**src/rtl/cnt_pkg.sv**
```systemverilog
package cnt_pkg;

  typedef enum logic [1:0] {
    OP_HOLD = 2'd0,
    OP_STEP = 2'd1,
    OP_LOAD = 2'd2
  } cnt_op_e;

  // Highest legal count for a stage
  function automatic int count_max(input int width, input bit decade);
    return decade ? 9 : ((1 << width) - 1);
  endfunction

endpackage

```
**src/rtl/cnt_ctrl.sv**
```systemverilog
module cnt_ctrl
  import cnt_pkg::*;
(
  input  logic    load_n,
  input  logic    cnt_en,
  input  logic    chain_en,
  output cnt_op_e op
);

  // Load wins over counting; counting needs both enables
  always_comb begin
    if (!load_n)                op = OP_LOAD;
    else if (cnt_en && chain_en) op = OP_STEP;
    else                        op = OP_HOLD;
  end

endmodule

```
**src/rtl/cnt_next.sv**
```systemverilog
module cnt_next
  import cnt_pkg::*;
#(
  parameter int WIDTH  = 4,
  parameter bit DECADE = 1'b0
) (
  input  cnt_op_e          op,
  input  logic [WIDTH-1:0] cur,
  input  logic [WIDTH-1:0] preset,
  output logic [WIDTH-1:0] nxt
);

  localparam logic [WIDTH-1:0] TOP = WIDTH'(count_max(WIDTH, DECADE));

  logic [WIDTH-1:0] stepped;

  generate
    if (DECADE) begin : g_decade
      // Top value and every illegal value fall back to zero
      assign stepped = (cur >= TOP) ? '0 : cur + WIDTH'(1);
    end else begin : g_binary
      assign stepped = cur + WIDTH'(1);
    end
  endgenerate

  always_comb begin
    unique case (op)
      OP_LOAD: nxt = preset;
      OP_STEP: nxt = stepped;
      default: nxt = cur;
    endcase
  end

endmodule

```
**src/rtl/cnt_reg.sv**
```systemverilog
module cnt_reg #(
  parameter int WIDTH     = 4,
  parameter bit ASYNC_CLR = 1'b0
) (
  input  logic             clk,
  input  logic             rst_n,
  input  logic [WIDTH-1:0] d,
  output logic [WIDTH-1:0] q
);

  generate
    if (ASYNC_CLR) begin : g_async
      always_ff @(posedge clk or negedge rst_n) begin
        if (!rst_n) q <= '0;
        else        q <= d;
      end
    end else begin : g_sync
      always_ff @(posedge clk) begin
        if (!rst_n) q <= '0;
        else        q <= d;
      end
    end
  endgenerate

endmodule

```
**src/rtl/cnt_carry.sv**
```systemverilog
module cnt_carry
  import cnt_pkg::*;
#(
  parameter int WIDTH  = 4,
  parameter bit DECADE = 1'b0
) (
  input  logic             chain_en,
  input  logic [WIDTH-1:0] cur,
  output logic             carry
);

  localparam logic [WIDTH-1:0] TOP = WIDTH'(count_max(WIDTH, DECADE));

  assign carry = chain_en & (cur == TOP);

endmodule

```
**src/rtl/presettable_counter.sv**
```systemverilog
module presettable_counter
  import cnt_pkg::*;
#(
  parameter int WIDTH     = 4,
  parameter bit ASYNC_CLR = 1'b0,
  parameter bit DECADE    = 1'b0
) (
  input  logic             clk,
  input  logic             rst_n,
  input  logic             load_n,
  input  logic             cnt_en,
  input  logic             chain_en,
  input  logic [WIDTH-1:0] preset_val,
  output logic [WIDTH-1:0] count,
  output logic             carry_out
);

  cnt_op_e          op;
  logic [WIDTH-1:0] nxt;
  logic [WIDTH-1:0] cur;

  cnt_ctrl ctrl_i (
    .load_n   (load_n),
    .cnt_en   (cnt_en),
    .chain_en (chain_en),
    .op       (op)
  );

  cnt_next #(.WIDTH(WIDTH), .DECADE(DECADE)) next_i (
    .op     (op),
    .cur    (cur),
    .preset (preset_val),
    .nxt    (nxt)
  );

  cnt_reg #(.WIDTH(WIDTH), .ASYNC_CLR(ASYNC_CLR)) reg_i (
    .clk   (clk),
    .rst_n (rst_n),
    .d     (nxt),
    .q     (cur)
  );

  cnt_carry #(.WIDTH(WIDTH), .DECADE(DECADE)) carry_i (
    .chain_en (chain_en),
    .cur      (cur),
    .carry    (carry_out)
  );

  assign count = cur;

endmodule

```
**config.mk**
```make
export PLATFORM = sky130hd
export DESIGN_NAME = presettable_counter
export DESIGN_NICKNAME = d
export VERILOG_FILES = /design/src/rtl/cnt_pkg.sv /design/src/rtl/cnt_ctrl.sv /design/src/rtl/cnt_next.sv /design/src/rtl/cnt_reg.sv /design/src/rtl/cnt_carry.sv /design/src/rtl/presettable_counter.sv
export SDC_FILE = /design/constraint.sdc
export NUM_CORES = 1
export LEC_CHECK = 0
export ABC_AREA = 1
export BUFFER_PORTS_ARGS = -buffer_cell sky130_fd_sc_hd__buf_2
export CELL_PAD_IN_SITES_DETAIL_PLACEMENT = 1
export CELL_PAD_IN_SITES_GLOBAL_PLACEMENT = 2
export CORE_MARGIN = 5
export CORE_UTILIZATION = 19
export CTS_CLUSTER_SIZE = 14
export DETAILED_ROUTE_END_ITERATION = 7
export GPL_ROUTABILITY_DRIVEN = 0
export GPL_TIMING_DRIVEN = 0
export MAX_ROUTING_LAYER = met4
export PLACE_DENSITY_LB_ADDON = 0.1
export SLEW_MARGIN = 20
export SYNTH_ARGS = -nofsm -noshare
export SYNTH_HDL_FRONTEND = slang
export SYNTH_HIERARCHICAL = 1
export SYNTH_SLANG_ARGS = --single-unit
```
**constraint.sdc**
```tcl
create_clock -name clk -period 1.3 [get_ports clk]
set_input_delay 0.065 -clock clk [delete_from_list [all_inputs] [get_ports clk]]
set_output_delay 0.065 -clock clk [all_outputs]
set_load 0.02 [all_outputs]
```
Yosys cells after proc, flatten, opt, wreduce, memory -nomap -nowiden

Index checks and enable logic that the tools add are counted.

Register bits after elaboration: 4
Latch bits: 0
RAM bits: 0
Bits in read-only memories: 0
Input bits: 9
Output and inout bits: 5
Logic and storage cells: 11
Memories: 0

Add/sub/neg operators: 1
$mul: 0
Div/mod/pow operators: 0
Magnitude comparators: 0
Equal/unequal tests: 3
Shift-type cells: 0
Mux-type cells: 3
Bitwise logic cells: 1
Reductions and logical operators: 2

Operators by type and width:

| kind                                           | count |
|---|---|
| case mux 4 bit (2 select lines)                | 1 |
| adder 4 x 1 -> 4 bit (second input constant)   | 1 |
| == test 4 bit (second input constant)          | 1 |
| == test 2 x 1 -> 1 bit (second input constant) | 1 |
| == test 2 bit (second input constant)          | 1 |
| two-way mux 2 bit                              | 1 |
| nonzero test 2 bit                             | 1 |
| AND 1 bit                                      | 1 |
| logical AND 1 bit                              | 1 |
| two-way mux 1 bit                              | 1 |

Logic depth before layout (Yosys ltp)

Word-level depth: 5
Depth in mapped cells: 10

By module

Netlist, hierarchy kept.

Modules (own cells, without submodules):

| module    | times used | cells an instance | area each (um^2) | sequential area each (um^2) |
|---|---|---|---|---|
| cnt_next  | 1          | 28                | 155.1            | 0.0 |
| cnt_reg   | 1          | 12                | 110.1            | 80.1 |
| cnt_ctrl  | 1          | 3                 | 13.8             | 0.0 |
| cnt_carry | 1          | 3                 | 12.5             | 0.0 |

Worst setup path after synthesis

OpenSTA, ideal clock, no wires.

Path kind: reg-to-reg
From: register reg_i.q[0]
To: register reg_i.q[1]
Setup time: 0.109 ns
Arrival time: 1.060 ns
Slack: 0.131 ns
Cell stages (with the launch flop): 6
Path buffers: 0
Cells stage by stage: dfxtp_1 -> ha_1 -> a21oi_1 -> a21oi_1 -> nand2_1 -> inv_1

Longest elaborated chain between the ends: 2

RTL lines:

| element                         | RTL line                  | source |
|---|---|---|
| from (decl)                     | cnt_reg.sv:8              | `output logic [WIDTH-1:0] q` |
| from (signal assigned)          | cnt_reg.sv:19             | `if (!rst_n) q <= '0;` |
| from (signal assigned)          | cnt_reg.sv:20             | `else q <= d;` |
| adder 4 x 1 -> 4 bit            | cnt_next.sv:22            | `assign stepped = cur + WIDTH'(1);` |
| case mux 4 bit (2 select lines) | cnt_next.sv:27            | `unique case (op)` |
| named net nxt[1]                | presettable_counter.sv:19 | `logic [WIDTH-1:0] nxt;` |

The timed path passes the listed nets, and every way through them passes these cells.
A chain may end at the register's enable or synchronous reset.

Worst setup path in the final report

Ends and elaborated chain as after synthesis.

==> run metrics <==
clk sink count 4; Yosys top cell by area dfxtp_1; Slew Viols, Final 0; Mean Syn Cell Area 6.34 um2; die width 49.2 um; vias in the first global route 344; clock-pin transition on the worst setup and hold timing paths 0.03 ns; Core ar. roughly 1500 um2; CP Data Required Time between 1 and 1.5 ns; via/cell ratio 4.27; CTS tree done; outcome finished, final reports clean; antenna fix cells 0; Root Buffer clkbuf_4; Tmin final 1.14 ns; Hold Vio Cnt, Final 0; Max Fclk 0.879 GHz; Setup-failing EPs final 0; Area contributors post-synth dfxtp_1 (27%), ha_1 (13%), inv_1 (12%); 1st-iter DRT viols 5; Syn. warnings 6; syn_nets 58; number of flip-flops in the largest register 4; antenna-violating nets left 0; switching share of power 0.306; Seq cells post-synth 4; post-synthesis cell area 292 um2; total power draw 0.401 mW; H-tree levels 1; Die Ht 49.2 um; Largest regs reg_i/q x4; Skew-Pair Late Insertion Delay 0.23 ns; Starting Density 0.196; peak supply drop 0.714 mV; design area 399 um2; CP max FO 7; Hold Path Class input port to flip-flop; WP data arrival about 1.3 ns; I/O pins 14; FILL cells 196; Syn-to-layout area delta 36.9%; clock buffer count from CTS 3; Synth Instances 46; Remaining DRCs 0; Critical Path Start Type flip-flop; Max Root-Sink Buffers 2; RSZ-0062 raised after global routing no; hold_buf cts 0; WL/cell 10.5 um; postcts setup bufs 0; critical path type flip-flop to flip-flop; slowest CP cell dfxtp_1; worst-margin pin slew 0.235 ns; final worst-path cycle share 0.876; Int Power 0.278 mW; leakage power between 0.2 and 0.25 nW; max_cap viols 0; aggregate global-route resource usage 0.0812; CP most frequent cell a21oi_1; post-synth top area share 0.275; multi-input logic area 174 um2; Cell Area, Placed 377 um2; vias between 300 and 400; Crit path largest cell delay between 0.4 and 0.5 ns; Die ar. 2420 um2; FF/Latch Area 80.1 um2; Top reg by flops reg_i/q; pwr dens 1000 nW/um2; Cell variety after synth 13; pin count of the biggest net entering global routing 8; setup tns final 0 ns; DP Wirelength 671 um; hold_ws 0.0681 ns; Seq pwr share 0.379; Overflow after GRT 0; global-route wire length before repair between 1000 and 1500 um; Final nets 76; Logic pwr share 0.249; Rows 14; relative slew slack 0.843; clock power share 0.372; Final Core Density 0.268; crit-path cells ha_1 -> a21oi_1 -> a21oi_1 -> nand2_1 -> inv_1; port buffer count 13; drt first pass iters 3; Post-Route WL 821 um; Layout Skew 0.00228 ns; switching pwr 0.123 mW; crit path capture type flip-flop; share of cells above drive strength 1 0.306; post-synthesis sequential area ratio 0.275; initial antenna violation count 0; cts repair resizes 0
==> cell families (layout without fill, tap and decap cells) <==
logic type      after synthesis  in the layout  share of synthesized area
flops                         4              4                      0.275
fa+ha+maj                     3              3                      0.129
simple gates                 20             20                      0.288
buf+inv                      10             26                      0.129
xor+xnor                      1              1                     0.0300
compound gates                8              8                      0.150
==> metal layers <==
| layer | GRT usage | vias to the layer above | wire (um) |
|---|---|---|---|
| met5 | - | - | 0 |
| met4 | 0.0269 | 0 | 0 |
| met3 | 0.0520 | 0 | 66 |
| met2 | 0.118 | 13 | 353 |
| met1 | 0.0893 | 144 | 401 |
| li1 | - | 176 | - |
==> worst paths after layout <==
path                            startpoint         end  slack [ns]  cells after the start
worst max register to register  reg_i/q[0]  reg_i/q[1]        0.16                      5
worst max-delay path            reg_i/q[0]  reg_i/q[1]        0.16                      5
worst min register to register  reg_i/q[2]  reg_i/q[2]        0.66                      4
worst min-delay path                 rst_n  reg_i/q[0]        0.07                      3
==> final cells by class <==
class,instances,area share
inverter,10,0.0940
sequential,4,0.201
multi-input combinational,32,0.436
tap,16,0.0502
clock buffer,3,0.0564
timing repair buffer,13,0.163
==> worst max-delay path, delay by kind of cell, from the launching register on <==
family	cells	cell delay, ns
and+or+nand+nor	1	0.07
buffers and inverters	1	0.03
adders and majority gates	1	0.27
DFF	1	0.44
AOI/OAI and AO/OA	2	0.23
==> per-stage QoR <==
| stage | setup slack (ns) | instances |
|---|---|---|
| floorplan | 0.131 | 46 |
| global placement | -0.0843 | 75 |
| detailed placement | -0.0812 | 75 |
| CTS | 0.133 | 78 |
| global route | 0.0494 | 78 |
| finish | 0.162 | 78 |
==> synthesized netlist by cell type <==
library cell and count:
nand4_1 1, xor2_1 1, ha_1 3, a21oi_1 6
inv_1 9, nand3_1 3, nand2_1 9, nor2_2 1
dfxtp_1 4, nor2_1 6, inv_2 1, o21ai_0 1
a21oi_2 1
==> cells in the final DEF (no fill, tap or decap) <==
| cell | Yosys | layout |
|---|---|---|
| ha_1 | 3 | 3 |
| buf_2 | 0 | 13 |
| nand3_1 | 3 | 3 |
| nor2_2 | 1 | 1 |
| nor2_1 | 6 | 6 |
| nand2_1 | 9 | 9 |
| a21oi_2 | 1 | 1 |
| a21oi_1 | 6 | 6 |
| o21ai_0 | 1 | 1 |
| inv_1 | 9 | 9 |
| inv_2 | 1 | 1 |
| xor2_1 | 1 | 1 |
| clkbuf_4 | 0 | 3 |
| nand4_1 | 1 | 1 |
| dfxtp_1 | 4 | 4 |
==> power groups by stage <==
stage | clock, mW | sequential (mW) | combinational, mW
global placement | 0 | 0.156 | 0.102
global route | 0.171 | 0.155 | 0.115
finish | 0.149 | 0.152 | 0.0999
CTS | 0.157 | 0.153 | 0.103
detailed placement | 0 | 0.155 | 0.103
floorplan | 0 | 0.163 | 0.0525
No activity file was read; power rests on OpenSTA's default activity.
